<file path="config.mk">
export PLATFORM = sky130hd
export DESIGN_NAME = intr_coalesce
export DESIGN_NICKNAME = d
export VERILOG_FILES = /design/src/rtl/icoal_pkg.sv /design/src/rtl/icoal_tick_scaler.sv /design/src/rtl/icoal_engine.sv /design/src/rtl/intr_coalesce.sv
export SDC_FILE = /design/constraint.sdc
export NUM_CORES = 1
export LEC_CHECK = 0
export BUFFER_PORTS_ARGS = -buffer_cell sky130_fd_sc_hd__clkbuf_2
export CORE_MARGIN = 2
export CORE_UTILIZATION = 60
export CTS_CLUSTER_DIAMETER = 50
export DETAILED_ROUTE_END_ITERATION = 6
export GPL_TIMING_DRIVEN = 0
export PLACE_DENSITY_LB_ADDON = 0.2
export SYNTH_ARGS = -nofsm -noshare
export SYNTH_HDL_FRONTEND = slang
export SYNTH_SLANG_ARGS = --single-unit
</file>
<file path="constraint.sdc">
create_clock -name clk_i -period 2.68 [get_ports clk_i]
set_clock_uncertainty 0.1 [all_clocks]
set_input_delay 0.536 -clock clk_i [delete_from_list [all_inputs] [get_ports clk_i]]
set_output_delay 0.536 -clock clk_i [all_outputs]
set_load 0.005 [all_outputs]
</file>
<file path="src/rtl/icoal_pkg.sv">
package icoal_pkg;
   localparam int THR_W   = 3;
   localparam int TMO_W   = 4;
   localparam int FIELD_W = 1 + THR_W + TMO_W;
   localparam int CTRL_W  = 2 * FIELD_W;

   typedef struct packed {
      logic             long_cyc;
      logic [THR_W-1:0] thr;
      logic [TMO_W-1:0] tmo;
   } dir_cfg_t;
endpackage

</file>
<file path="src/rtl/icoal_tick_scaler.sv">
module icoal_tick_scaler #(
   parameter int DIV = 10
) (
   input  logic clk_i,
   input  logic rst_ni,
   input  logic tick_i,
   input  logic slow_i,
   input  logic run_i,
   input  logic restart_i,
   output logic tick_o
);
   if (DIV < 1) begin : g_bad_div
      $error("icoal_tick_scaler: DIV must be at least 1");
   end

   if (DIV == 1) begin : g_pass
      assign tick_o = tick_i;
   end else begin : g_div
      localparam int PW = $clog2(DIV);
      localparam logic [PW-1:0] LAST = PW'(DIV - 1);
      logic [PW-1:0] pre_q;

      always_ff @(posedge clk_i) begin
         if (!rst_ni || restart_i) begin
            pre_q <= '0;
         end else if (run_i && tick_i && slow_i) begin
            pre_q <= (pre_q == LAST) ? '0 : pre_q + PW'(1);
         end
      end

      assign tick_o = tick_i && (!slow_i || pre_q == LAST);

      assert_pre_range_R6: assert property (@(posedge clk_i) disable iff (!rst_ni)
         pre_q <= LAST);
   end
endmodule

</file>
<file path="src/rtl/icoal_engine.sv">
module icoal_engine #(
   parameter int NORM_BITS = 512,
   parameter int LONG_BITS = 8192,
   parameter int SLOW_DIV  = 10
) (
   input  logic                  clk_i,
   input  logic                  rst_ni,
   input  icoal_pkg::dir_cfg_t   cfg_i,
   input  logic                  fast_i,
   input  logic                  tick_i,
   input  logic                  evt_i,
   input  logic                  clr_i,
   output logic                  irq_o
);
   import icoal_pkg::*;

   localparam int BIT_W = $clog2(LONG_BITS);

   if (NORM_BITS < 2 || LONG_BITS <= NORM_BITS) begin : g_bad_len
      $error("icoal_engine: need 2 <= NORM_BITS < LONG_BITS");
   end

   logic [THR_W-1:0] cnt_q;
   logic [BIT_W-1:0] bit_cnt_q;
   logic [TMO_W-1:0] cyc_cnt_q;
   logic             irq_q;

   logic             pending, base_tick, wrap, thr_hit, tmo_hit, fire, start;
   logic [THR_W-1:0] thr_eff;
   logic [TMO_W-1:0] tmo_m1;
   logic [BIT_W-1:0] cyc_last;
   logic [THR_W:0]   cnt_inc;

   icoal_tick_scaler #(.DIV(SLOW_DIV)) i_scaler (
      .clk_i    (clk_i),
      .rst_ni   (rst_ni),
      .tick_i   (tick_i),
      .slow_i   (!fast_i),
      .run_i    (pending),
      .restart_i(fire || start),
      .tick_o   (base_tick)
   );

   always_comb begin
      pending  = (cnt_q != '0);
      thr_eff  = (cfg_i.thr == '0) ? THR_W'(1) : cfg_i.thr;
      tmo_m1   = cfg_i.tmo - TMO_W'(1);
      cyc_last = cfg_i.long_cyc ? BIT_W'(LONG_BITS - 1) : BIT_W'(NORM_BITS - 1);
      cnt_inc  = {1'b0, cnt_q} + (THR_W+1)'(1);
      wrap     = base_tick && (bit_cnt_q >= cyc_last);
      thr_hit  = evt_i && (cnt_inc >= {1'b0, thr_eff});
      tmo_hit  = pending && (cfg_i.tmo != '0) && wrap && (cyc_cnt_q == tmo_m1);
      fire     = thr_hit || tmo_hit;
      start    = evt_i && !pending && !fire;
   end

   always_ff @(posedge clk_i) begin
      if (!rst_ni) begin
         cnt_q     <= '0;
         bit_cnt_q <= '0;
         cyc_cnt_q <= '0;
      end else if (fire) begin
         cnt_q     <= '0;
         bit_cnt_q <= '0;
         cyc_cnt_q <= '0;
      end else if (start) begin
         cnt_q     <= THR_W'(1);
         bit_cnt_q <= '0;
         cyc_cnt_q <= '0;
      end else begin
         cnt_q <= cnt_q + THR_W'(evt_i);
         if (pending && base_tick) begin
            if (wrap) begin
               bit_cnt_q <= '0;
               cyc_cnt_q <= cyc_cnt_q + TMO_W'(1);
            end else begin
               bit_cnt_q <= bit_cnt_q + BIT_W'(1);
            end
         end
      end
   end

   always_ff @(posedge clk_i) begin
      if (!rst_ni)     irq_q <= 1'b0;
      else if (fire)   irq_q <= 1'b1;
      else if (clr_i)  irq_q <= 1'b0;
   end

   assign irq_o = irq_q;

   assert_sticky_R9: assert property (@(posedge clk_i) disable iff (!rst_ni)
      irq_q && !clr_i |=> irq_q);

   assert_clear_drops_R9: assert property (@(posedge clk_i) disable iff (!rst_ni)
      clr_i && !evt_i && !tick_i |=> !irq_q);

   assert_single_evt_R3: assert property (@(posedge clk_i) disable iff (!rst_ni)
      evt_i && (cfg_i.thr <= THR_W'(1)) |=> irq_q);

   assert_timer_idle_R8: assert property (@(posedge clk_i) disable iff (!rst_ni)
      cnt_q == '0 |-> bit_cnt_q == '0 && cyc_cnt_q == '0);

   assert_tick_gates_R11: assert property (@(posedge clk_i) disable iff (!rst_ni)
      !tick_i && !evt_i |=> $stable(bit_cnt_q) && $stable(cyc_cnt_q));

   assert_tmo_off_R7: assert property (@(posedge clk_i) disable iff (!rst_ni)
      cfg_i.tmo == '0 && !evt_i |=> !$rose(irq_q));
endmodule

</file>
<file path="src/rtl/intr_coalesce.sv">
module intr_coalesce #(
   parameter int NORM_BITS = 512,
   parameter int LONG_BITS = 8192,
   parameter int SLOW_DIV  = 10
) (
   input  logic                        clk_i,
   input  logic                        rst_ni,
   input  logic [icoal_pkg::CTRL_W-1:0] ctrl_i,
   input  logic                        link_fast_i,
   input  logic                        bit_tick_i,
   input  logic                        tx_done_i,
   input  logic                        rx_done_i,
   input  logic                        tx_clr_i,
   input  logic                        rx_clr_i,
   output logic                        tx_irq_o,
   output logic                        rx_irq_o
);
   import icoal_pkg::*;

   localparam int N_DIR = 2;

   logic [N_DIR-1:0] evt_vec, clr_vec, irq_vec;

   assign evt_vec = {tx_done_i, rx_done_i};
   assign clr_vec = {tx_clr_i, rx_clr_i};

   for (genvar d = 0; d < N_DIR; d++) begin : g_dir
      dir_cfg_t cfg;
      assign cfg = dir_cfg_t'(ctrl_i[d*FIELD_W +: FIELD_W]);

      icoal_engine #(
         .NORM_BITS(NORM_BITS),
         .LONG_BITS(LONG_BITS),
         .SLOW_DIV (SLOW_DIV)
      ) i_engine (
         .clk_i (clk_i),
         .rst_ni(rst_ni),
         .cfg_i (cfg),
         .fast_i(link_fast_i),
         .tick_i(bit_tick_i),
         .evt_i (evt_vec[d]),
         .clr_i (clr_vec[d]),
         .irq_o (irq_vec[d])
      );
   end

   assign rx_irq_o = irq_vec[0];
   assign tx_irq_o = irq_vec[1];

   assert_dir_indep_R10: assert property (@(posedge clk_i) disable iff (!rst_ni)
      !tx_done_i && !tx_irq_o && !bit_tick_i |=> !tx_irq_o);
endmodule

</file>
==> metrics <==
CP delay by family, top=adder cells; CP cell instances=inv_1 -> ha_1 -> ha_1 -> a21o_1 -> a211oi_1 -> o21ai_1 -> clkbuf_1 -> nor3b_1; Arr. time, crit path=approximately 2500 ps; maximum vdd drop=about 0.27 mV; fin nets=between 400 and 500; vias in the first global route=between 2k and 3k; clock-pin transition on the worst setup and hold timing paths=90 ps; Most used DFF post-synth=dfxtp_1; clock share of power=0.306; # hold bufs at CTS=0; first-pass GRT wire length=about 12 mm; Max clock buf depth=2; vias per cell=around 5.9; status=complete, no violations; starting density of the core=0.630; critical path buffer and inverter count=2; fillcell total=between 400 and 500; setup TNS=0 ps; worst-skew pair later-pin latency=~300 ps; Max Slew Vio Count=0; WL met3=between 150 and 200 µm; final setup fails=0; CTS tree=done; post-CTS setup buffer count=0; xor/xnor share of the synthesized area=0.0481; area of the multi-input gates=2160 µm²; Crit-path slowest cell=dfxtp_1; antenna violations before repair=0; H-tree depth=2; worst setup path class=reg -> reg; DRT iter0 DRCs=142; GRT Util Overall=0.233; Critical Path End=g_dir[0].i_engine.cnt_q[1]; CP max stage delay=approximately 430 ps; Syn. warnings=0; post-DR wirelength/cell=~14 µm; pin count of the biggest net entering global routing=15; Switch Pwr=between 0.4 and 0.5 mW; Die W=between 70 and 80 µm; crit-path max FO=10; minimum clock period=between 2000 and 2500 ps; final WL=6.74 mm; Synth Area in Adders=0.107; number of port buffers=25; CP Capture Type=register; Pint=between 1 and 1.5 mW; Layout Area Growth over Synthesis=9.27%; Mean Syn Cell Area=8.28 µm²; grt ovf=0; Fmax=between 400 and 500 MHz; critical path's most frequent cell=ha_1; most common cell after layout, fill and taps aside=dfxtp_1; Mapped Cells=~400; Worst R2R Path Depth=8; die area=approximately 6100 µm²; register area share after synthesis=0.305; RSZ-0062 raised after global routing=no; # Max-Cap Violations=0; Distinct cells, synth=56; startpoint types=register; met2 wire len=around 3.4 mm; HP Class=reg -> reg; register area=1000 µm²; final core utilization=0.688; Crit. Startpoint=g_dir[0].i_engine.cnt_q[0]; r2r startpoint=g_dir[0].i_engine.cnt_q[0]; post-CTS sizing=0; critical path data required time=between 2000 and 3000 ps; PD cells=about 400 nW/µm²; Cell Area, Synth=roughly 3300 µm²; ys async rst share=0; number of synthesized flops with an enable pin=0; syn_nets=448; Slew HR=0.601; total CTS buffers=5; Switching Fraction=0.277; reg2reg end=g_dir[0].i_engine.cnt_q[1]; most frequent cells in the layout=50 x dfxtp_1, 41 x nand2_1, 28 x a21oi_1, 28 x ha_1, 25 x clkbuf_2; flop-to-flop setup slack=between 200 and 300 ps; leak pwr=1.42 nW; Slew @ Worst Pin=around 600 ps; Root Buffer=clkbuf_8; row cnt=26; largest family of logic cells by synthesized area=simple AND/OR/NAND/NOR gates; post-synthesis mux area share=0.0183; final worst path period share=0.900; Post-route DRC=0; post-synthesis register bit count=50; DPL Wire Length=approximately 5.1 mm; Compound-Gate Fraction of Synth Area=0.200; Post-Route M1 WL=a little over 3 mm; layout cell share with drive strength beyond 1=0.119; core area=5200 µm²; Synth Area in Simple Gates=0.286; drt pass-1 iters=4; Fin. Hold Viols=0; routability cong.=around 0.88; ant diodes=0; clock sinks=50; WP depth=8; DR vias=between 2k and 3k; die height=77.9 µm; part of the power in registers=0.527; dpl ws=146 ps; DRT antenna net count=0; Worst Slack Setup Final=between 200 and 300 ps; top layer in use=met4; I/O pin count=26; Gate power share=0.167
==> per-stage QoR <==
stage / hold WS, ps / area [µm²] / total power, mW / instances
floorplan: 358 / 3280 / 0.958 / 396
global placement: 372 / 3490 / 1.03 / 491
detailed placement: 387 / 3490 / 1.04 / 491
CTS: 398 / 3580 / 1.48 / 499
global route: 416 / 3580 / 1.53 / 499
finish: 399 / 3580 / 1.47 / 499
==> synthesized netlist by cell type (5+ instances only) <==
cell	instances	area share
dfxtp_1	50	0.31
nand2_1	41	0.047
a21oi_1	28	0.043
ha_1	28	0.11
nand3_1	22	0.034
nor3_1	20	0.031
inv_1	18	0.021
nor2_1	17	0.019
a31oi_1	15	0.029
o21ai_0	15	0.023
nand4_1	13	0.025
xnor2_1	10	0.027
nor2b_1	9	0.017
a21o_1	8	0.018
xor2_1	8	0.021
mux2i_1	6	0.018
nand3b_1	6	0.014
and2_1	5	0.0095
clkbuf_1	5	0.0057
o211ai_1	5	0.011
==> worst min-delay path by stage <==
stage	startpoint	endpoint	cells past startpoint
final	g_dir[0].i_engine.bit_cnt_q[7]	g_dir[0].i_engine.bit_cnt_q[7]	2
after global routing	g_dir[0].i_engine.bit_cnt_q[7]	g_dir[0].i_engine.bit_cnt_q[7]	2
after CTS	g_dir[0].i_engine.bit_cnt_q[7]	g_dir[0].i_engine.bit_cnt_q[7]	2
after detailed placement	g_dir[0].i_engine.bit_cnt_q[7]	g_dir[0].i_engine.bit_cnt_q[7]	2
after global placement	g_dir[0].i_engine.bit_cnt_q[1]	g_dir[0].i_engine.bit_cnt_q[1]	2
after floorplan	g_dir[0].i_engine.bit_cnt_q[7]	g_dir[0].i_engine.bit_cnt_q[7]	2
==> routing by layer <==
layer  global-route usage  up-vias
li1                     -     1538
met1                0.276     1371
met2                0.437       37
met3               0.0326        7
met4               0.0596        0
met5                    0        -
==> power by group through the flow <==
stage	combinational, mW	clock [mW]	sequential, mW
global placement	0.236	0	0.790
finish	0.245	0.450	0.774
detailed placement	0.246	0	0.791
CTS	0.247	0.458	0.774
floorplan	0.170	0	0.788
global route	0.282	0.475	0.777
==> state kept, by name, summed over array words and instances, names as in the netlist <==
signal	flops
g_dir.i_engine.bit_cnt_q	26
g_dir.i_engine.cyc_cnt_q	8
g_dir.i_engine.i_scaler.g_div.pre_q	8
g_dir.i_engine.cnt_q	6
g_dir.i_engine.irq_o	2
==> worst min-delay path, cell delays in order, from the launching register on <==
cell	delay (ps)
dfxtp_1	320
o21ai_0	70
a21oi_1	60
==> cells by family after synthesis <==
group	count (synthesis)
AOI/OAI and AO/OA	98
xor gates and xnor gates	18
adders and majority gates	28
buffers and inverters	28
DFF	50
muxes	6
and+or+nand+nor	168
==> layout make-up <==
class,count,area share
Multi-Input combinational cell,318,0.603
Sequential cell,50,0.279
Timing Repair Buffer,25,0.0349
Tap cell,70,0.0244
Clock buffer,7,0.0241
Inverter,18,0.0189
Buffer,10,0.0140
Clock inverter,1,0.00140
(Power assumes the default switching activity.)
